**config.mk**
```make
export PLATFORM = sky130hd
export DESIGN_NAME = pcc_target
export DESIGN_NICKNAME = d
export VERILOG_FILES = /design/src/rtl/pcc_pkg.sv /design/src/rtl/pcc_sync.sv /design/src/rtl/pcc_ctrl.sv /design/src/rtl/pcc_regfile.sv /design/src/rtl/pcc_target.sv
export SDC_FILE = /design/constraint.sdc
export NUM_CORES = 1
export LEC_CHECK = 0
export ABC_AREA = 0
export BUFFER_PORTS_ARGS = -buffer_cell sky130_fd_sc_hd__buf_4
export CORE_MARGIN = 2
export CORE_UTILIZATION = 55
export DETAILED_ROUTE_END_ITERATION = 6
export PLACE_DENSITY = 0.8
export RECOVER_POWER = 100
export REMOVE_ABC_BUFFERS = 1
export SLEW_MARGIN = 5
export SYNTH_ARGS = -nofsm -noshare
export SYNTH_HDL_FRONTEND = slang
export SYNTH_SLANG_ARGS = --single-unit
```
**constraint.sdc**
```tcl
create_clock -name clk -period 3.3 [get_ports clk]
set_clock_uncertainty 0.2 [all_clocks]
set_input_delay 0.66 -clock clk [delete_from_list [all_inputs] [get_ports clk]]
set_output_delay 0.66 -clock clk [all_outputs]
set_load 0.01 [all_outputs]
```
**src/rtl/pcc_pkg.sv**
```systemverilog
package pcc_pkg;

    localparam int DATA_W = 16;

    typedef enum logic [1:0] {
        SP_COMMON = 2'd0,
        SP_ATTR   = 2'd1,
        SP_IO     = 2'd2
    } space_e;

    typedef enum logic [1:0] {
        LM_WORD    = 2'd0,
        LM_LO_EVEN = 2'd1,
        LM_LO_ODD  = 2'd2,
        LM_HI_ODD  = 2'd3
    } lane_e;

    typedef struct packed {
        logic   wr;
        space_e space;
        lane_e  mode;
    } req_t;

    function automatic lane_e lane_mode(input logic ce1_n, input logic ce2_n, input logic a0);
        if (!ce1_n && !ce2_n) return LM_WORD;
        if (!ce1_n)           return a0 ? LM_LO_ODD : LM_LO_EVEN;
        return LM_HI_ODD;
    endfunction

    function automatic logic [1:0] lane_be(input lane_e m);
        case (m)
            LM_WORD:    return 2'b11;
            LM_LO_EVEN: return 2'b01;
            default:    return 2'b10;
        endcase
    endfunction

    // bus data -> internal word alignment
    function automatic logic [DATA_W-1:0] to_internal(input lane_e m, input logic [DATA_W-1:0] bus);
        case (m)
            LM_WORD:    return bus;
            LM_LO_EVEN: return {8'h00, bus[7:0]};
            LM_LO_ODD:  return {bus[7:0], 8'h00};
            default:    return {bus[15:8], 8'h00};
        endcase
    endfunction

    // internal word -> bus lane alignment
    function automatic logic [DATA_W-1:0] to_bus(input lane_e m, input logic [DATA_W-1:0] word);
        case (m)
            LM_WORD:    return word;
            LM_LO_EVEN: return {8'h00, word[7:0]};
            LM_LO_ODD:  return {8'h00, word[15:8]};
            default:    return {word[15:8], 8'h00};
        endcase
    endfunction

    function automatic logic [DATA_W-1:0] attr_default(input logic [7:0] idx);
        return 16'hA500 | {8'h00, idx};
    endfunction

endpackage

```
**src/rtl/pcc_sync.sv**
```systemverilog
module pcc_sync #(
    parameter int            WIDTH = 8,
    parameter logic [WIDTH-1:0] INIT = '0
) (
    input  logic             clk,
    input  logic             rst,
    input  logic [WIDTH-1:0] d,
    output logic [WIDTH-1:0] q
);
    logic [WIDTH-1:0] stage1, stage2;

    always_ff @(posedge clk) begin
        if (rst) begin
            stage1 <= INIT;
            stage2 <= INIT;
        end else begin
            stage1 <= d;
            stage2 <= stage1;
        end
    end

    assign q = stage2;
endmodule

```
**src/rtl/pcc_ctrl.sv**
```systemverilog
module pcc_ctrl
    import pcc_pkg::*;
#(
    parameter int IDX_W   = 4,
    parameter int LATENCY = 3
) (
    input  logic              clk,
    input  logic              rst,
    input  logic              crst_s,
    input  logic              ce1_s,
    input  logic              ce2_s,
    input  logic              reg_s,
    input  logic              oe_s,
    input  logic              we_s,
    input  logic              iord_s,
    input  logic              iowr_s,
    input  logic              a0,
    input  logic [IDX_W-1:0]  addr_idx,
    input  logic [DATA_W-1:0] dq_i,
    input  logic [DATA_W-1:0] rdata,
    output logic              go,
    output req_t              req,
    output logic [IDX_W-1:0]  idx_q,
    output logic [1:0]        be,
    output logic [DATA_W-1:0] wdata,
    output logic [DATA_W-1:0] rd_bus,
    output logic              wait_n
);
    localparam int CNT_W = (LATENCY > 1) ? $clog2(LATENCY) : 1;

    logic [3:0] strb_prev;   // {iowr, iord, we, oe}
    logic [3:0] strb_cur;
    logic [3:0] strb_fall;
    logic       busy;
    logic [CNT_W-1:0] cnt;
    logic       start, st_wr, any_ce;
    space_e     st_sp;

    assign strb_cur  = {iowr_s, iord_s, we_s, oe_s};
    assign strb_fall = strb_prev & ~strb_cur;
    assign any_ce    = !ce1_s || !ce2_s;

    always_ff @(posedge clk) begin
        if (rst) strb_prev <= 4'hF;
        else     strb_prev <= strb_cur;
    end

    // decode of a fresh access; write strobes win over read strobes
    always_comb begin
        start = 1'b0;
        st_wr = 1'b0;
        st_sp = SP_COMMON;
        if (!busy && !crst_s && any_ce) begin
            if (strb_fall[1]) begin
                start = 1'b1; st_wr = 1'b1; st_sp = reg_s ? SP_COMMON : SP_ATTR;
            end else if (strb_fall[0]) begin
                start = 1'b1; st_sp = reg_s ? SP_COMMON : SP_ATTR;
            end else if (!reg_s && strb_fall[3]) begin
                start = 1'b1; st_wr = 1'b1; st_sp = SP_IO;
            end else if (!reg_s && strb_fall[2]) begin
                start = 1'b1; st_sp = SP_IO;
            end
        end
    end

    assign go = busy && (cnt == '0);

    always_ff @(posedge clk) begin
        if (rst) begin
            busy   <= 1'b0;
            wait_n <= 1'b1;
            cnt    <= '0;
            req    <= '{wr: 1'b0, space: SP_COMMON, mode: LM_WORD};
            idx_q  <= '0;
            rd_bus <= '0;
        end else if (crst_s) begin
            busy   <= 1'b0;
            wait_n <= 1'b1;
            cnt    <= '0;
        end else if (start) begin
            busy   <= 1'b1;
            wait_n <= 1'b0;
            cnt    <= CNT_W'(LATENCY - 1);
            req    <= '{wr: st_wr, space: st_sp, mode: lane_mode(ce1_s, ce2_s, a0)};
            idx_q  <= addr_idx;
        end else if (busy) begin
            if (cnt == '0) begin
                busy   <= 1'b0;
                wait_n <= 1'b1;
                if (!req.wr) rd_bus <= to_bus(req.mode, rdata);
            end else begin
                cnt <= cnt - 1'b1;
            end
        end
    end

    assign be    = lane_be(req.mode);
    assign wdata = to_internal(req.mode, dq_i);

    // the completing cycle always releases wait and frees the engine
    p_release_r3: assert property (@(posedge clk) disable iff (rst || crst_s)
        go |=> (wait_n && !busy));

    // wait is never held while no access is in flight
    p_idle_wait_r3: assert property (@(posedge clk) disable iff (rst)
        !busy |-> wait_n);

    // a completing access always enables at least one byte
    p_be_live_r8: assert property (@(posedge clk) disable iff (rst)
        go |-> (be != 2'b00));

    // an access in flight keeps its decode, whatever the strobes do
    p_hold_req_r12: assert property (@(posedge clk) disable iff (rst || crst_s)
        (busy && !go) |=> ($stable(req) && $stable(idx_q)));
endmodule

```
**src/rtl/pcc_regfile.sv**
```systemverilog
module pcc_regfile
    import pcc_pkg::*;
#(
    parameter int IDX_W = 4
) (
    input  logic              clk,
    input  logic              rst,
    input  logic              crst_s,
    input  logic              go,
    input  logic              wr,
    input  space_e            space,
    input  logic [IDX_W-1:0]  idx,
    input  logic [1:0]        be,
    input  logic [DATA_W-1:0] wdata,
    output logic [DATA_W-1:0] rdata
);
    localparam int DEPTH = 1 << IDX_W;
    localparam int NBANK = 3;

    logic [DATA_W-1:0] bank_rd [NBANK];

    for (genvar b = 0; b < NBANK; b++) begin : g_bank
        localparam bit IS_ATTR = (b == 1);
        logic [DATA_W-1:0] mem [DEPTH];
        logic sel;

        assign sel = go && wr && (int'(space) == b);

        always_ff @(posedge clk) begin
            if (rst || (IS_ATTR && crst_s)) begin
                for (int i = 0; i < DEPTH; i++)
                    mem[i] <= IS_ATTR ? attr_default(8'(i)) : '0;
            end else if (sel) begin
                if (be[0]) mem[idx][7:0]  <= wdata[7:0];
                if (be[1]) mem[idx][15:8] <= wdata[15:8];
            end
        end

        assign bank_rd[b] = mem[idx];

        if (IS_ATTR) begin : g_chk
            // card reset leaves the configuration words at their defaults
            p_attr_dflt_r11: assert property (@(posedge clk) disable iff (rst)
                crst_s |=> (mem[0] == attr_default(8'd0) &&
                            mem[DEPTH-1] == attr_default(8'(DEPTH-1))));
        end
    end

    always_comb begin
        case (space)
            SP_ATTR: rdata = bank_rd[1];
            SP_IO:   rdata = bank_rd[2];
            default: rdata = bank_rd[0];
        endcase
    end
endmodule

```
**src/rtl/pcc_target.sv**
```systemverilog
module pcc_target
    import pcc_pkg::*;
#(
    parameter int IDX_W   = 4,
    parameter int LATENCY = 3
) (
    input  logic        clk,
    input  logic        rst,
    input  logic        card_reset,
    input  logic        ce1_n,
    input  logic        ce2_n,
    input  logic        reg_n,
    input  logic        oe_n,
    input  logic        we_n,
    input  logic        iord_n,
    input  logic        iowr_n,
    input  logic [25:0] addr,
    input  logic [15:0] dq_i,
    output logic [15:0] dq_o,
    output logic [1:0]  dq_oe,
    output logic        wait_n
);
    logic [7:0] raw_ctl, sync_ctl;
    logic       go;
    req_t       req;
    logic [IDX_W-1:0]  idx_q;
    logic [1:0]        be;
    logic [DATA_W-1:0] wdata, rdata, rd_bus;
    logic              rd_strobe;
    logic              unused_addr;

    assign raw_ctl = {card_reset, iowr_n, iord_n, we_n, oe_n, reg_n, ce2_n, ce1_n};

    pcc_sync #(.WIDTH(8), .INIT(8'b0111_1111)) u_sync (
        .clk (clk),
        .rst (rst),
        .d   (raw_ctl),
        .q   (sync_ctl)
    );

    pcc_ctrl #(.IDX_W(IDX_W), .LATENCY(LATENCY)) u_ctrl (
        .clk      (clk),
        .rst      (rst),
        .crst_s   (sync_ctl[7]),
        .ce1_s    (sync_ctl[0]),
        .ce2_s    (sync_ctl[1]),
        .reg_s    (sync_ctl[2]),
        .oe_s     (sync_ctl[3]),
        .we_s     (sync_ctl[4]),
        .iord_s   (sync_ctl[5]),
        .iowr_s   (sync_ctl[6]),
        .a0       (addr[0]),
        .addr_idx (addr[IDX_W:1]),
        .dq_i     (dq_i),
        .rdata    (rdata),
        .go       (go),
        .req      (req),
        .idx_q    (idx_q),
        .be       (be),
        .wdata    (wdata),
        .rd_bus   (rd_bus),
        .wait_n   (wait_n)
    );

    pcc_regfile #(.IDX_W(IDX_W)) u_regs (
        .clk    (clk),
        .rst    (rst),
        .crst_s (sync_ctl[7]),
        .go     (go),
        .wr     (req.wr),
        .space  (req.space),
        .idx    (idx_q),
        .be     (be),
        .wdata  (wdata),
        .rdata  (rdata)
    );

    // lanes follow the live pins so the bus is freed as soon as enables rise
    assign rd_strobe = !oe_n || !iord_n;
    assign dq_oe     = {rd_strobe && !ce2_n, rd_strobe && !ce1_n};
    assign dq_o      = rd_bus;

    assign unused_addr = ^addr[25:IDX_W+1];
endmodule

```
After elaboration in Yosys (flattened, before gate mapping) --
Memory sizes are Yosys's and may differ from the RTL's. A register that Yosys moved wholly into a read port is not among the register bits. Index checks and enable logic that the tools add are counted.
Word-level totals: register bits 49, bits in writable memories 768, bits of input ports 52, output and inout bits 19, logic and storage cells 149, memories 3
Memories:
- u_regs.g_bank[0].mem | depth 16, width 16, read ports 1, clocked after Yosys merged registers in 1, write ports 16, line pcc_regfile.sv:24 | logic [DATA_W-1:0] mem [DEPTH];
- u_regs.g_bank[1].mem | depth 16, width 16, read ports 1, clocked after Yosys merged registers in 1, write ports 16, line pcc_regfile.sv:24
- u_regs.g_bank[2].mem | depth 16, width 16, read ports 1, clocked after Yosys merged registers in 1, write ports 16, line pcc_regfile.sv:24
Operators by class: add/sub/neg operators 1, equal/unequal tests 7, muxes and demuxes 81, bitwise operators 6, reduce and logical (&&, ||, !) cells 39
Operator list (number):
- 16-bit case mux with 3 select lines | 2
- 1-bit 2-to-1 mux | 49
- 16-bit 2-to-1 mux | 3
- 16-bit OR reduction | 3
- 4-bit 2-to-1 mux | 9
- 2-bit 2-to-1 mux | 16
- 16-bit case mux with 2 select lines | 1
- 1-bit logical AND | 12
- 1-bit zero test | 9
- 2-bit equality test, second input constant | 4
- 2-bit AND reduction | 4
- 2-bit zero test | 3
- 5-bit AND reduction | 1
- 4-bit bitwise AND | 1
- 2-bit by 1-bit equality test with 1-bit output, second input constant | 2
- 1-bit inverter | 4
- 4-bit inverter | 1
- 2-bit case mux with 2 select lines | 1
- 2-bit nonzero test | 2
- 1-bit logical OR | 3
- 3-bit OR reduction | 1
- 2-bit by 1-bit inequality test with 1-bit output, second input constant | 1
- 2-bit OR reduction | 1
- 2-bit by 1-bit subtractor with 2-bit output, second input constant | 1

Longest topological paths before layout --
Gate-level depths: netlist of the first run.
depth in word-level cells 17, gate-level depth with buffers 11, depth with buffers taken out 8

Cells and area by module --
A second synthesis of the first run with hierarchy kept.
Second synthesis, totals: cells, all modules 2719, area, all modules 37748.7 um^2
By module, submodules not included:
- pcc_regfile | instances 1, cells each 2497, area an instance 35733.0 um^2, sequential area each 23062.1 um^2
- pcc_ctrl | instances 1, cells each 187, area an instance 1569.0 um^2, sequential area each 660.6 um^2
- pcc_sync | instances 1, cells each 33, area an instance 436.7 um^2, sequential area each 320.3 um^2
- pcc_target | instances 1, cells each 2, area an instance 10.0 um^2, sequential area each 0.0 um^2

Least setup slack after synthesis of the first run --
No wires, ideal clock.
kind input -> register, from input port rst, to memory u_regs.g_bank[1].mem[0][0] (enable), setup time 0.330 ns, data arrival time 2.097 ns, data required time 2.770 ns, setup slack 0.673 ns, stages 7, buffers on the path 3, cells stage by stage clkbuf_1 nor2_1 and3_1 clkbuf_1 buf_2 nand2_1 nand2_1
RTL lines:
- start, declared | line pcc_target.sv:8 | input logic rst,
- end, declared | line pcc_regfile.sv:24

==> metrics, run 1 <==
status=complete, but fails checks; failing checks=max-capacitance violations, max-slew violations; largest family of logic cells by synthesized area=simple AND/OR/NAND/NOR gates; Area Growth Syn to Fin=12.24%; antenna viol nets, final=0; H-tree levels=3; Bufs on Longest Clock Path=3; gpl congestion=approximately 0.96; RSZ-0062 raised after global routing=false; vias in the first global route=between 20000 and 25000; DRC violations left=0; total core area=between 60000 and 70000 um^2; crit-path leading delay family=compound AO/OA/AOI/OAI gates; first-pass GRT wire length=approximately 140 mm; Slew Limit Headroom=-0.2708; CTS Buf Count=80; DR pass1 iterations=7; mux cell area share after synthesis=0.1338; nets@finish=around 2800; Seq/Total Area, Yosys=0.6694; worst slack, placed=0.2333 ns; Tmin final=~3.2 ns; P_sw=4.913 mW; Buffers on Ports=49; area of the die=slightly below 70000 um^2; share of layout cells above drive strength 1=0.1721; synthesized instance count=approximately 2700; CP max FO=33; I/O pins=between 70 and 80; CP arrival=between 3 and 4 ns; FF+latch count, synth=between 800 and 900; worst hold path class=in -> reg; Seq pwr share=0.522; CP Cell Sequence=buf_12, mux2_2, o22ai_1, a2111oi_0, buf_4, nor4_1, a31oi_1, a221o_1; Req. time, crit path=3.62 ns; CTS tree=done; effective utilization at floorplan=0.5580; peak supply drop=between 0.0005 and 0.0006 V; Avg WL per Cell=between 20 and 30 um; Cells after DPL=around 3600; fill count=between 4000 and 5000; Reg area=between 20000 and 25000 um^2; Clock transition at path regs=approximately 0.06 ns; pin count of the biggest net entering global routing=approximately 50; Clk pwr share=0.424; Top FF cell, synth=edfxtp_1; number of core rows=a little over 90; Setup CP Type=reg -> reg; total global-route track usage=0.2866; R2R Setup Slk=approximately 0.13 ns; switching power share of the total=0.2176; later-pin clock latency in the skew report=between 0.6 and 0.7 ns; Slew Limit Fails=15; hold slack=0.02596 ns; internal power=roughly 18 mW; CP max-delay cell=nor4_1; Post-Synth Adder-Cell Area=0.001042; hpwl dp=around 64 mm; final number of setup-violating endpoints=0; async set or reset register ratio after synthesis=0; M1 GR Usage=0.3655; final WL=approximately 95 mm; routed vias/inst=6.321; Syn Area/Cell=13.43 um^2; Synth Area in XOR/XNOR=0; CP startpoint kind=register; Worst Path Buf+Inv=2; PnR worst setup slack=about 0.13 ns; slowest stage delay, CP=approximately 0.55 ns; PwrDens=between 500 and 600 nW/um^2; Final Hold Viols=0; die height=about 260 um; Pwr Total=22.58 mW; maxcap violations=1; number of synthesized flops with an enable pin=roughly 770; Root Driver=clkbuf_16; GR Overflow Total=0; CP Capture Type=register; Yosys cell types=57; routing usage on met3=0.06072; vias=about 23000; initial antenna violation count=2; Starting DRT DRC Count=~3200; post-route insts no fill=between 3000 and 4000; YS warnings=0; die width=260.0 um; final worst-path cycle share=0.9614; HP Start=ce2_n; Worst Tran Pin Value=approximately 1.9 ns; Logic pwr share=0.054; Fmax=0.3152 GHz; GR Util met2=0.4676; Multi-input gate area=about 11000 um^2; GR peak layer=met2; cell leakage power=around 13 nW; Sink Count=between 800 and 900; Synth Area in Simple Gates=0.1343; Synth Area in Compound Gates=0.03444; synthesized area=between 30000 and 40000 um^2; ANT cells=0
==> worst register-to-register path, delay by kind of cell, from the launching register on <==
family / cells / cell delay [ns]
compound gates: 4 / 0.93
simple gates: 1 / 0.55
flops: 1 / 0.52
buf+inv: 2 / 0.46
mux: 1 / 0.40
==> sequential cells by signal, summed over array words and instances (netlist names), named ones only <==
name and count:
u_ctrl.idx_q 4, u_ctrl.cnt 2, u_sync.q 8, u_sync.stage1 8
u_regs.g_bank.mem 768, u_ctrl.busy 1, u_ctrl.strb_prev 4, u_ctrl.rd_bus 16
u_ctrl.wait_n 1, u_ctrl.req 5
==> worst paths after layout <==
kind                 endpoint  cells past startpoint
min reg2reg       u_sync.q[6]                      1
max          u_ctrl.rd_bus[7]                      8
min          u_sync.stage1[1]                      2
max reg2reg  u_ctrl.rd_bus[7]                      8
==> cell usage after synthesis (all sizes together), types with 2 or more instances <==
| cell | n | area, um^2 |
|---|---|---|
| a22oi | 28 | 210.2 |
| a22o | 4 | 35.03 |
| mux2 | 26 | 292.8 |
| o2111ai | 4 | 35.03 |
| nand3b | 3 | 22.52 |
| a221oi | 7 | 61.31 |
| clkbuf | 108 | 405.4 |
| or2 | 24 | 150.1 |
| a2111oi | 2 | 17.52 |
| edfxtp | 768 | 23060 |
| nand4 | 6 | 37.54 |
| nor4 | 2 | 18.77 |
| nor3 | 13 | 70.07 |
| o2bb2ai | 5 | 43.79 |
| nand2b | 83 | 519.3 |
| nor3b | 2 | 15.01 |
| ha | 3 | 37.54 |
| o211ai | 9 | 67.56 |
| a21oi | 36 | 180.2 |
| o22ai | 20 | 125.1 |
| nor2b | 13 | 81.33 |
| dfxtp | 53 | 1061 |
| mux4 | 138 | 3108 |
| a211oi | 14 | 105.1 |
| and2 | 14 | 87.59 |
| and3 | 3 | 18.77 |
| nand2 | 250 | 940.9 |
| a2bb2oi | 4 | 35.03 |
| inv | 7 | 26.28 |
| nor2 | 721 | 2706 |
| a221o | 5 | 50.05 |
| buf | 87 | 543.0 |
| nand3 | 29 | 145.1 |
| mux2i | 142 | 1421 |
| o21ai | 38 | 190.2 |
==> per-stage QoR <==
step | setup TNS [ns] | utilization | instance area [um^2]
detailed placement | 0 | 0.5871 | 37920
global placement | 0 | 0.5871 | 37920
CTS | 0 | 0.6299 | 40680
floorplan | -159.64 | - | 35090
finish | 0 | 0.6263 | 40450
global route | 0 | 0.6263 | 40450
==> cells by family (layout without fill, tap and decap cells) <==
group,count (synthesis),in the layout
flip-flops,821,821
adder cells (fa/ha/maj),3,3
AO/OA/AOI/OAI,186,186
buffers and inverters,202,365
AND/OR/NAND/NOR,1166,1166
multiplexers,306,306
==> per-layer routing <==
metal,share of wire,vias up
li1,-,9925
met2,0.48,1627
met5,0.00015,-
met3,0.12,286
met1,0.34,11560
met4,0.055,2
==> power groups by stage <==
stage / registers [mW] / clock network [mW] / logic [mW]
floorplan: 12.0 / 0 / 0.699
global placement: 12.0 / 0 / 1.16
detailed placement: 12.0 / 0 / 1.19
CTS: 11.8 / 9.59 / 1.20
global route: 11.8 / 9.99 / 1.26
finish: 11.8 / 9.58 / 1.21
==> cell usage in the layout (no fill, tap or decap), types with 10 or more instances in the layout <==
cell         n
a22oi_1     20
clkinv_2    10
nand2b_1    78
dfxtp_1     49
or2_2       24
mux2i_1    142
clkbuf_1    66
mux4_2     138
nand3_1     29
nor2_1     720
a21oi_1     36
clkbuf_16   85
buf_4      138
nand2_1    249
a211oi_1    14
nor2b_1     13
o21ai_0     38
edfxtp_1   768
mux2_2      26
o22ai_1     20
bufinv_16   11
nor3_1      13
==> final cells by class <==
| type | instances | area share |
|---|---|---|
| Multi-Input combinational cell | 1661 | 0.2717 |
| Clock buffer | 108 | 0.05534 |
| Tap cell | 855 | 0.02645 |
| Inverter | 7 | 0.0006496 |
| Clock inverter | 39 | 0.01228 |
| Sequential cell | 821 | 0.5967 |
| Timing Repair Buffer | 211 | 0.03690 |
==> timing repair <==
action,in CTS,in global routing
endpoints found under the hold margin,3,0
hold buffers,3,0
endpoints found under the setup margin,0,0
setup buffers,0,0
gates resized for setup,0,0
Note: power is estimated with default switching activity, not from simulation.
==> inputs of run 2 (changes only) <==
Settings changed: CORE_UTILIZATION 55 to 35, PLACE_DENSITY 0.8 to 0.59.
==> run 2 against run 1 <==
  * The run still ends with max-capacitance violations, max-slew violations left
  * Power decreased by 0.45%
  * Largest cell class unchanged
  * Fmax decreased by 3.1%
  * Clock power decreased by 1%
  * Critical endpoint unchanged
  * Count of clock-buffer cells in the layout decreased by 9
  * Critical path depth decreased by 1
==> metrics, run 2 (synthesis gave the netlist of run 1 again) <==
Bufs on Longest Clock Path=3 (unchanged); Worst Path Buf+Inv=1 (was 2); FF-to-FF End=u_ctrl.rd_bus[7] (unchanged); total core area=101900 um^2 (was 64580 um^2); most frequent cells in the layout=768 x edfxtp_1, 720 x nor2_1, 249 x nand2_1, 142 x mux2i_1, 138 x mux4_2 (was 768 x edfxtp_1, 720 x nor2_1, 249 x nand2_1, 142 x mux2i_1); max reg flops=768 (unchanged); R2R Setup Slk=0.02 ns (was 0.13 ns); CTS Buf Count=79 (was 80); CP Capture Type=register (unchanged); antenna viol nets, final=0 (unchanged); pin count of the biggest net entering global routing=85 (was 49); Starting DRT DRC Count=2219 (was 3169); Util after Layout=0.4040 (was 0.6263); gpl congestion=0.8915 (was 0.9572); worst hold path class=in -> reg (unchanged); Cells after DPL=4075 (was 3552); Avg WL per Cell=23.44 um (was 25.78 um); area of the die=105500 um^2 (was 67580 um^2); Root Driver=clkbuf_16 (unchanged); die width=324.9 um (was 260.0 um); share of layout cells above drive strength 1=0.1712 (was 0.1721); cell leakage power=13.39 nW (was 13.34 nW); Worst Tran Pin Value=1.769 ns (was 1.886 ns); HP Start=iord_n (was ce2_n); Post-CTS Setup Bufs=0 (unchanged); status=complete, but fails checks (unchanged); slowest stage delay, CP=0.71 ns (was 0.55 ns); final WL=99.02 mm (was 95.45 mm); GR Overflow Total=0 (unchanged); vias=22240 (was 23400); I/O pins=71 (unchanged); RSZ-0062 raised after global routing=false (unchanged); final number of setup-violating endpoints=0 (unchanged); Sink Count=821 (unchanged); WHS Endpoint=u_sync.stage1[5] (was u_sync.stage1[1]); peak supply drop=0.0004696 V (was 0.0005342 V); Design Area, Final=41160 um^2 (was 40450 um^2); CP Cell Sequence=clkbuf_4, nand2_1, o22ai_1, a2111oi_0, nor4_1, a31oi_1, a221o_1 (was buf_12, mux2_2, o22ai_1, a2111oi_0, buf_4, nor4_1, a31oi_1, a221o_1); first-pass GRT wire length=146.1 mm (was 142.6 mm); DR pass1 iterations=5 (was 7); routed vias/inst=5.265 (was 6.321); post-route insts no fill=4224 (was 3702); Tmin final=3.275 ns (was 3.173 ns); most common library cell in the layout ignoring fill and taps=edfxtp_1 (unchanged); Buffers on Ports=49 (unchanged); CTS tree=done (unchanged); crit-path leading delay family=simple AND/OR/NAND/NOR gates (was compound AO/OA/AOI/OAI gates); Area Growth Syn to Fin=14.21% (was 12.24%); PwrDens=546.0 nW/um^2 (was 558.2 nW/um^2); maxcap violations=1 (unchanged); CP max FO=17 (was 33); CP arrival=3.62 ns (was 3.49 ns); worst slack, placed=0.1929 ns (was 0.2333 ns); final setup TNS=0 ns (unchanged); Final Hold Viols=0 (unchanged); Slew Limit Headroom=-0.1796 (was -0.2708); Worst Hold Depth=2 (unchanged); largest registers=u_regs.g_bank.mem: 768 flops, u_ctrl.rd_bus: 16 flops (unchanged); nets@finish=2848 (was 2837); DP Area=38730 um^2 (was 37920 um^2); die height=324.9 um (was 260.0 um); Req. time, crit path=3.65 ns (was 3.62 ns); Fmax=0.3053 GHz (was 0.3152 GHz); failing checks=max-capacitance violations, max-slew violations (unchanged); H-tree levels=3 (unchanged); Clock transition at path regs=0.07 ns (was 0.06 ns); ANT cells=0 (unchanged); later-pin clock latency in the skew report=0.66 ns (was 0.64 ns); vias in the first global route=22310 (was 23400); PnR worst setup slack=0.02451 ns (was 0.1273 ns); effective utilization at floorplan=0.3537 (was 0.5580); number of core rows=117 (was 93); Pwr Total=22.47 mW (was 22.58 mW); total global-route track usage=0.1856 (was 0.2866); final worst-path cycle share=0.9926 (was 0.9614); DRC violations left=0 (unchanged); Setup CP Type=reg -> reg (unchanged); CP max-delay cell=nor4_1 (unchanged); initial antenna violation count=0 (was 2); CP startpoint kind=register (unchanged); Worst R2R Path Depth=7 (was 8); hold slack=0.03432 ns (was 0.02596 ns); Slew Limit Fails=85 (was 15); Largest Register=u_regs.g_bank.mem (unchanged); hpwl dp=67.23 mm (was 63.75 mm)
==> run 2: cell count changes in the layout (fill, tap and decap cells not counted), sizes merged <==
cell         change
clkbuf           +4
buf              -3
dlygate4sd3      +2
clkinv           +7
bufinv           -1
==> run 2: cell type report <==
| class | instances | area (um^2) |
|---|---|---|
| clock buffer | 99 | 2188 |
| clock inverter | 45 | 481.7 |
| fill | 9529 | 60730 |
| inverter | 7 | 26.28 |
| multi-input combinational | 1661 | 10980 |
| sequential | 821 | 24140 |
| tap | 1368 | 1712 |
| timing repair buffer | 223 | 1639 |
==> run 2: repair_timing <==
item,CTS,global route
endpoints found under the hold margin,5,0
resized for setup,0,0
hold buffers,5,0
==> run 2: worst max-delay path by stage <==
| stage | startpoint | to | slack [ns] | cells past startpoint |
|---|---|---|---|---|
| CTS | register | u_ctrl.rd_bus[7] | 0.18 | 7 |
| finish | register | u_ctrl.rd_bus[7] | 0.02 | 7 |
| global placement | register | u_ctrl.rd_bus[7] | 0.28 | 7 |
| floorplan | register | u_ctrl.rd_bus[7] | -7.85 | 6 |
| detailed placement | register | u_ctrl.rd_bus[7] | 0.19 | 7 |
| global route | u_ctrl.busy | u_regs.g_bank[1].mem[3][8] | 0.02 | 6 |
==> run 2: worst reg2reg max path: cells and delay by family (launching register included) <==
kind	cells	cell delay, ns
AOI/OAI and AO/OA	4	1.01
and+or+nand+nor	2	1.06
buffers and inverters	1	0.36
DFF	1	0.56
==> run 2: routing by layer <==
| metal | track usage | up-vias | wire length (um) |
|---|---|---|---|
| met5 | 0 | - | 0 |
| met4 | 0.06371 | 0 | 2985 |
| met3 | 0.02640 | 156 | 6502 |
| met2 | 0.3093 | 794 | 48290 |
| met1 | 0.2489 | 11310 | 41240 |
| li1 | - | 9977 | - |
==> run 2: power breakdown <==
group / internal [mW] / switching, mW
combinational: 0.361 / 0.876
clock: 5.49 / 3.97
sequential: 11.7 / 0.112
